--- src/rtl/lsync_pkg.sv ---
package lsync_pkg;

  typedef enum logic [2:0] {
    ST_SEARCH = 3'd0,
    ST_ACQ1   = 3'd1,
    ST_ACQ2   = 3'd2,
    ST_ACQ3   = 3'd3,
    ST_LOCK   = 3'd4,
    ST_ERR1   = 3'd5,
    ST_ERR2   = 3'd6,
    ST_ERR3   = 3'd7
  } lane_st_e;

  typedef enum logic [1:0] {
    SS_FAIL   = 2'd0,
    SS_OK     = 2'd1,
    SS_OK_NOC = 2'd2
  } sync_stat_e;

  function automatic logic is_locked(lane_st_e s);
    return (s == ST_LOCK) || (s == ST_ERR1) || (s == ST_ERR2) || (s == ST_ERR3);
  endfunction

  // one comma further along the acquisition chain
  function automatic lane_st_e acq_step(lane_st_e s);
    case (s)
      ST_SEARCH: return ST_ACQ1;
      ST_ACQ1:   return ST_ACQ2;
      ST_ACQ2:   return ST_ACQ3;
      default:   return ST_LOCK;
    endcase
  endfunction

  // one invalid code-group deeper into the hysteresis
  function automatic lane_st_e err_deeper(lane_st_e s);
    case (s)
      ST_LOCK: return ST_ERR1;
      ST_ERR1: return ST_ERR2;
      ST_ERR2: return ST_ERR3;
      default: return ST_SEARCH;
    endcase
  endfunction

  // one level back towards clean lock after a valid run
  function automatic lane_st_e err_shallower(lane_st_e s);
    case (s)
      ST_ERR3: return ST_ERR2;
      ST_ERR2: return ST_ERR1;
      default: return ST_LOCK;
    endcase
  endfunction

endpackage

--- src/rtl/lsync_lane_fsm.sv ---
module lsync_lane_fsm
  import lsync_pkg::*;
#(
  parameter int GOOD_RUN = 4
) (
  input  logic     clk,
  input  logic     rst_n,
  input  logic     comma,
  input  logic     good,
  input  logic     bad,
  output lane_st_e st_q,
  output logic     locked_q,
  output logic     locked_nxt
);
  localparam int CNT_W = (GOOD_RUN > 2) ? $clog2(GOOD_RUN) : 1;
  localparam logic [CNT_W-1:0] RUN_LAST = CNT_W'(GOOD_RUN - 1);

  lane_st_e         st_d;
  logic [CNT_W-1:0] cnt_q, cnt_d;

  // named events for the assertions
  logic ev_acq_abort, ev_err_enter, ev_level_up, ev_drop;

  always_comb begin
    st_d         = st_q;
    cnt_d        = cnt_q;
    ev_acq_abort = 1'b0;
    ev_err_enter = 1'b0;
    ev_level_up  = 1'b0;
    ev_drop      = 1'b0;
    case (st_q)
      ST_SEARCH: begin
        if (!bad && comma) st_d = acq_step(st_q);
      end
      ST_ACQ1, ST_ACQ2, ST_ACQ3: begin
        if (bad) begin
          st_d         = ST_SEARCH;
          ev_acq_abort = 1'b1;
        end else if (comma) begin
          st_d = acq_step(st_q);
        end
      end
      ST_LOCK: begin
        if (bad) begin
          st_d         = err_deeper(st_q);
          cnt_d        = '0;
          ev_err_enter = 1'b1;
        end
      end
      default: begin
        if (bad) begin
          st_d    = err_deeper(st_q);
          cnt_d   = '0;
          ev_drop = (st_q == ST_ERR3);
        end else if (good) begin
          if (cnt_q == RUN_LAST) begin
            st_d        = err_shallower(st_q);
            cnt_d       = '0;
            ev_level_up = 1'b1;
          end else begin
            cnt_d = cnt_q + 1'b1;
          end
        end
      end
    endcase
  end

  always_ff @(posedge clk) begin
    if (!rst_n) begin
      st_q  <= ST_SEARCH;
      cnt_q <= '0;
    end else begin
      st_q  <= st_d;
      cnt_q <= cnt_d;
    end
  end

  assign locked_q   = is_locked(st_q);
  assign locked_nxt = is_locked(st_d);

  assert_acq_only_by_comma_R2: assert property (@(posedge clk) disable iff (!rst_n)
    $rose(locked_q) |-> ($past(comma) && !$past(bad) && $past(st_q) == ST_ACQ3));

  assert_acq_abort_R3: assert property (@(posedge clk) disable iff (!rst_n)
    (ev_acq_abort) |=> (st_q == ST_SEARCH));

  assert_err_enter_R5: assert property (@(posedge clk) disable iff (!rst_n)
    (st_q == ST_LOCK && bad) |=> (st_q == ST_ERR1));

  assert_level_up_R6: assert property (@(posedge clk) disable iff (!rst_n)
    ev_level_up |=> (locked_q && st_q != $past(st_q)));

  assert_deep_drop_R7: assert property (@(posedge clk) disable iff (!rst_n)
    (st_q == ST_ERR3 && bad) |=> (st_q == ST_SEARCH));

  assert_bad_wins_R12: assert property (@(posedge clk) disable iff (!rst_n)
    (st_q == ST_SEARCH && bad) |=> (st_q == ST_SEARCH));

endmodule

--- src/rtl/lsync_nocomma_timer.sv ---
module lsync_nocomma_timer #(
  parameter int LIMIT = 1024
) (
  input  logic clk,
  input  logic rst_n,
  input  logic locked_nxt,
  input  logic comma,
  output logic noc
);
  localparam int TMR_W = (LIMIT > 2) ? $clog2(LIMIT) : 1;
  localparam logic [TMR_W-1:0] TMR_LAST = TMR_W'(LIMIT - 1);

  logic [TMR_W-1:0] tmr_q;
  logic             ev_expire;

  assign ev_expire = locked_nxt && !comma && (tmr_q == TMR_LAST);

  always_ff @(posedge clk) begin
    if (!rst_n) begin
      tmr_q <= '0;
      noc   <= 1'b0;
    end else if (!locked_nxt || comma) begin
      tmr_q <= '0;
      noc   <= 1'b0;
    end else if (ev_expire) begin
      noc <= 1'b1;
    end else begin
      tmr_q <= tmr_q + 1'b1;
    end
  end

  assert_comma_clears_R8: assert property (@(posedge clk) disable iff (!rst_n)
    comma |=> !noc);

  assert_expire_needs_quiet_R8: assert property (@(posedge clk) disable iff (!rst_n)
    $rose(noc) |-> ($past(locked_nxt) && !$past(comma)));

endmodule

--- src/rtl/lsync_link.sv ---
module lsync_link
  import lsync_pkg::*;
#(
  parameter int NUM_LANES     = 4,
  parameter int GOOD_RUN      = 4,
  parameter int NOCOMMA_LIMIT = 1024
) (
  input  logic                   clk,
  input  logic                   rst_n,
  input  logic [NUM_LANES-1:0]   cg_comma,
  input  logic [NUM_LANES-1:0]   cg_good,
  input  logic [NUM_LANES-1:0]   cg_bad,
  output logic [2*NUM_LANES-1:0] lane_status,
  output logic [NUM_LANES-1:0]   lane_cdet_en,
  output logic                   link_ok
);
  logic [NUM_LANES-1:0] locked;
  logic [NUM_LANES-1:0] noc;

  for (genvar i = 0; i < NUM_LANES; i++) begin : g_lane
    lane_st_e   st;
    logic       lk_nxt;
    sync_stat_e stat;

    lsync_lane_fsm #(.GOOD_RUN(GOOD_RUN)) u_fsm (
      .clk       (clk),
      .rst_n     (rst_n),
      .comma     (cg_comma[i]),
      .good      (cg_good[i]),
      .bad       (cg_bad[i]),
      .st_q      (st),
      .locked_q  (locked[i]),
      .locked_nxt(lk_nxt)
    );

    lsync_nocomma_timer #(.LIMIT(NOCOMMA_LIMIT)) u_tmr (
      .clk       (clk),
      .rst_n     (rst_n),
      .locked_nxt(lk_nxt),
      .comma     (cg_comma[i]),
      .noc       (noc[i])
    );

    always_comb begin
      if (!locked[i])  stat = SS_FAIL;
      else if (noc[i]) stat = SS_OK_NOC;
      else             stat = SS_OK;
    end

    assign lane_status[2*i +: 2] = stat;
    assign lane_cdet_en[i]       = !locked[i];

    assert_cdet_tracks_fail_R4: assert property (@(posedge clk) disable iff (!rst_n)
      lane_cdet_en[i] |-> (lane_status[2*i +: 2] == SS_FAIL));

    assert_lane_fail_drops_link_R10: assert property (@(posedge clk) disable iff (!rst_n)
      (lane_status[2*i +: 2] == SS_FAIL) |-> !link_ok);
  end

  assign link_ok = &locked;

endmodule

--- config.mk ---
export PLATFORM = sky130hd
export DESIGN_NAME = lsync_link
export DESIGN_NICKNAME = d
export VERILOG_FILES = /design/src/rtl/lsync_pkg.sv /design/src/rtl/lsync_lane_fsm.sv /design/src/rtl/lsync_nocomma_timer.sv /design/src/rtl/lsync_link.sv
export SDC_FILE = /design/constraint.sdc
export NUM_CORES = 1
export LEC_CHECK = 0
export ABC_AREA = 1
export CAP_MARGIN = 5
export CORE_MARGIN = 2
export CORE_UTILIZATION = 57
export DETAILED_ROUTE_END_ITERATION = 8
export DONT_BUFFER_PORTS = 1
export PLACE_DENSITY_LB_ADDON = 0.05
export SYNTH_ARGS = -nofsm -noshare
export SYNTH_HDL_FRONTEND = slang
export SYNTH_SLANG_ARGS = --single-unit
--- constraint.sdc ---
create_clock -name clk -period 1.61 [get_ports clk]
set_clock_uncertainty 0.2 [all_clocks]
set_input_delay 0.322 -clock clk [delete_from_list [all_inputs] [get_ports clk]]
set_output_delay 0.322 -clock clk [all_outputs]
set_load 0.1 [all_outputs]
# Word level (Yosys, flattened, before mapping)
# Index checks and enable logic that the tools add are counted.
# classes
eq_ne,56
mux,72
add_sub_neg,8
reduce_logical,81
n_bitwise,5
# op_table
op,n
3-bit == test (second input constant),32
3-bit 2-to-1 mux,28
2-bit 2-to-1 mux,24
3-bit one-hot mux with 2 select lines,8
10-bit by 1-bit adder with 10-bit output (second input constant),4
10-bit == test (second input constant),4
3-bit one-hot mux with 3 select lines,4
2-bit one-hot mux with 2 select lines,8
1-bit logical OR,28
3-bit by 2-bit == test with 1-bit output (second input constant),8
1-bit zero test,16
4-bit OR reduction,4
3-bit by 1-bit == test with 1-bit output (second input constant),4
1-bit logical AND,12
3-bit zero test,4
3-bit AND reduction,4
3-bit OR reduction,4
2-bit by 1-bit adder with 2-bit output (second input constant),4
2-bit == test (second input constant),4
2-bit inequality test (second input constant),4
2-bit nonzero test,4
2-bit OR reduction,4
1-bit NOT,5
4-bit AND reduction,1
# word_totals
out_inout_bits,13
elab_cells,238
reg_bits,64

# Longest topological paths before layout
# logic_depth
word_depth,13
mapped_depth,9

# By module
# Synthesis repeated with hierarchy kept, for this count alone.
# unflattened
hier_cells,631
hier_area_um2,4065.1
# by_module_without_submodules
mod,instances,area_per_inst_um2,cells_per_inst
lsync_nocomma_timer,4,615.6,91
lsync_lane_fsm,4,382.9,62
lsync_link,1,71.3,19

# Least setup slack after synthesis
# No wires, ideal clock.
# synth_timing
kind,reg-to-output
from,register g_lane[0].u_fsm.st_q[2]
to,output port link_ok
t_required_ns,1.088
stages_incl_launch_ff,4
t_arrival_ns,4.247
setup_slack_ns,-3.159
n_path_buf,1
cell_sequence,dfxtp_1 buf_2 clkinv_1 nor4_1
# synth_via
elab_chain_cells,5
# synth_lines
element,line,text
start: declaration,lsync_lane_fsm.sv:11,"output lane_st_e st_q,"
start signal: assignment,lsync_lane_fsm.sv:73,st_q <= st_d;
3-bit == test,lsync_pkg.sv:21,return (s == ST_LOCK) || (s == ST_ERR1) || (s == ST_ERR2) || (s == ST_ERR3);
1-bit logical OR (2 in series),lsync_pkg.sv:21,
1-bit logical OR (*),lsync_pkg.sv:21,
4-bit AND reduction (*),lsync_link.sv:60,assign link_ok = &locked;
end: declaration,lsync_link.sv:15,output logic link_ok
# Every way passes the cells marked *; elsewhere a longest branch is shown, timed or not.

# Worst setup path after layout
# layout_timing
from,register g_lane[3].u_fsm.st_q[2]
to,output port link_ok
# layout_via
elab_chain_cells,5
# layout_lines
element,line
start: declaration,lsync_lane_fsm.sv:11
start signal: assignment,lsync_lane_fsm.sv:73
3-bit == test,lsync_pkg.sv:21
1-bit logical OR (2 in series),lsync_pkg.sv:21
1-bit logical OR (*),lsync_pkg.sv:21
4-bit AND reduction (*),lsync_link.sv:60
# Marks and branches as above.

==> reports/metrics.csv <==
metric,value,unit
total_power,2900,uW
synth_seq_cells,64,
total_leakage_power,0.00196,uW
ir_drop,0.506,mV
slew_headroom,71.6,%
yosysSeqAreaShare,36.9,%
power_density,598,mW/mm^2
wl_met3,388,um
maxCapViolations,0,
synthArstFlopShare,0,%
synth_ff_type,dfxtp_1,
die_area,0.00673,sq mm
violations,negative setup slack,
die_h,82.1,um
finalHoldViolCount,0,
antenna_cells,0,
path_class,flip-flop to output port,
die_w,82.1,um
vias,3605,
grt_max_degree,11,
ant_nets,0,
grt_pass1_wl,13200,um
grt_overflow,0,
drc,0,
highest_layer,met4,
postSynthCellCount,513,
antenna_found_initial,0,
syn_avg_cell_area,6.77,sq um
cts_root_buffer,clkbuf_8,
cts_sinks,64,
path_clk_slew,60,ps
layout_setup_ws,-222,ps
worstMarginPinSlew,425,ps
layout-drive-gt1-share,30.1,%
drt_wl_total,9020,um
cp-start-kind,flip-flop,
status,finished with violations,
io_buffers,0,
io_pins,27,
critical_path_required,1090,ps
totalNegativeSetupSlack,-1020,ps
wl_met2,4610,um
hold_path_class,primary input to flip-flop,
arrival,1310,ps
rsz0062_at_grt,true,
grt_pass1_vias,3167,
cts_tree,yes,
fp-row-count,28,
ys_types,31,
synth_fp_nets,535,
timing.fmax,546,MHz
cp-end-kind,output port,
gp_congestion,0.871,
insertion_delay,340,ps
wl_met1,3860,um
nets,605,
setup_viol,18,
yosys_warnings,0,
drtIter0Drc,181,
numCtsBuffers,9,
dr.pass1.iters,4,
clockBufferDepth,2,
htree_levels,3,
final_util,82.0,%
dp_hpwl,5430,um
synth-edff-count,0,
routedWlPerCell,13.7,um
period_needed,1830,ps
grtUsageTotal,25.3,%
period_share,114,%
core_area,0.00592,sq mm
syn_to_final_growth,39.7,%
slew_viol_final,0,
syn-cell-area,0.00347,sq mm
path_max_fanout,2,
initial_core_util,58.7,%
viasPerCell,5.46,
## Yosys cell counts (4+ instances only)
cell type  number  area, sq um
nand2_2         6         37.5
xor2_1         10         87.6
nor3_1          9         45.0
a21oi_1        34          170
nor2_4          4         45.0
dfxtp_1        64         1280
nand4_1         7         43.8
nor2_1         91          342
inv_2           5         18.8
nand2_1       116          435
o21ai_0        22          110
xnor2_1        17          149
nand3_1        43          215
nor2_2          6         37.5
inv_1          47          176
ha_1            8          100
## power by group
part           internal [uW]  switching, uW
clock                    615            571
sequential              1580           8.04
combinational           48.9           81.8
total                   2240            661
## logic make-up after synthesis
logic type      after synthesis  share of synthesized area [%]
compound gates               67                           10.9
xor+xnor                     27                           6.81
fa+ha+maj                     8                           2.88
buf+inv                      58                           6.38
flops                        64                           36.9
simple gates                289                           36.2
## sequential cells by signal, indices dropped and copies added, names as in the netlist
register	flops
g_lane.u_tmr.noc	4
g_lane.u_fsm.cnt_q	8
g_lane.u_fsm.st_q	12
g_lane.u_tmr.tmr_q	40
## per-layer routing
| metal | GRT usage, % | up-vias |
|---|---|---|
| met5 | 0 | - |
| met4 | 7.83 | 0 |
| met3 | 6.59 | 20 |
| met2 | 44.4 | 97 |
| met1 | 30.2 | 1692 |
| li1 | - | 1796 |
## metrics by stage
step	hold WS, ps	setup WS, ps	cell area (sq um)	instances
finish	24.2	-222	4850	660
global route	24.1	-271	4850	660
floorplan	226	-990	3550	513
global placement	225	-1.02	4000	618
detailed placement	227	-68.4	4000	618
CTS	13.5	-225	4400	647
## what timing repair did
item / in CTS / in global routing
endpoints found under the hold margin: 17 / 0
buffers inserted: 9 / 13
hold buffers: 7 / 0
setup endpoints to repair: 33 / 60
resized for setup: 39 / 101
pin swaps: 8 / 37
## critical path, cell delays in order, from the launching register on
cell	delay, ps
dfxtp_4	380
inv_8	40
nor4_4	340
buf_12	220
## placed cells by master (no fill, tap or decap), types with 8 or more instances in the layout
| cell | n |
|---|---|
| nand2_1 | 104 |
| nor2_1 | 70 |
| dfxtp_1 | 42 |
| inv_1 | 41 |
| nand3_1 | 39 |
| buf_4 | 33 |
| a21oi_1 | 28 |
| nor2_4 | 19 |
| o21ai_0 | 18 |
| xnor2_1 | 17 |
| dfxtp_2 | 15 |
| buf_12 | 13 |
| nand2_2 | 12 |
| nor2_2 | 12 |
| clkbuf_8 | 11 |
| xor2_1 | 10 |
| nor3_1 | 8 |
## area by class of cell
| class | count | area (sq um) |
|---|---|---|
| fillers | 400 | 1070 |
| repair buffers | 63 | 702 |
| well taps | 75 | 93.8 |
| flip-flops and latches | 64 | 1330 |
| clock buffers | 12 | 155 |
| multi-input cells | 391 | 2330 |
| inverters | 54 | 244 |
| clock inverters | 1 | 5.00 |
## worst paths after layout
| path | startpoint | to | slack, ps | cells past startpoint |
|---|---|---|---|---|
| max reg2reg | g_lane[3].u_fsm.st_q[2] | g_lane[3].u_tmr.tmr_q[1] | -50 | 10 |
| max | g_lane[3].u_fsm.st_q[2] | link_ok | -220 | 3 |
| min | cg_comma[3] | g_lane[3].u_fsm.st_q[0] | 20 | 3 |
| min reg2reg | g_lane[3].u_tmr.tmr_q[8] | g_lane[3].u_tmr.tmr_q[8] | 310 | 2 |
Power figures use the tool's default switching activity.
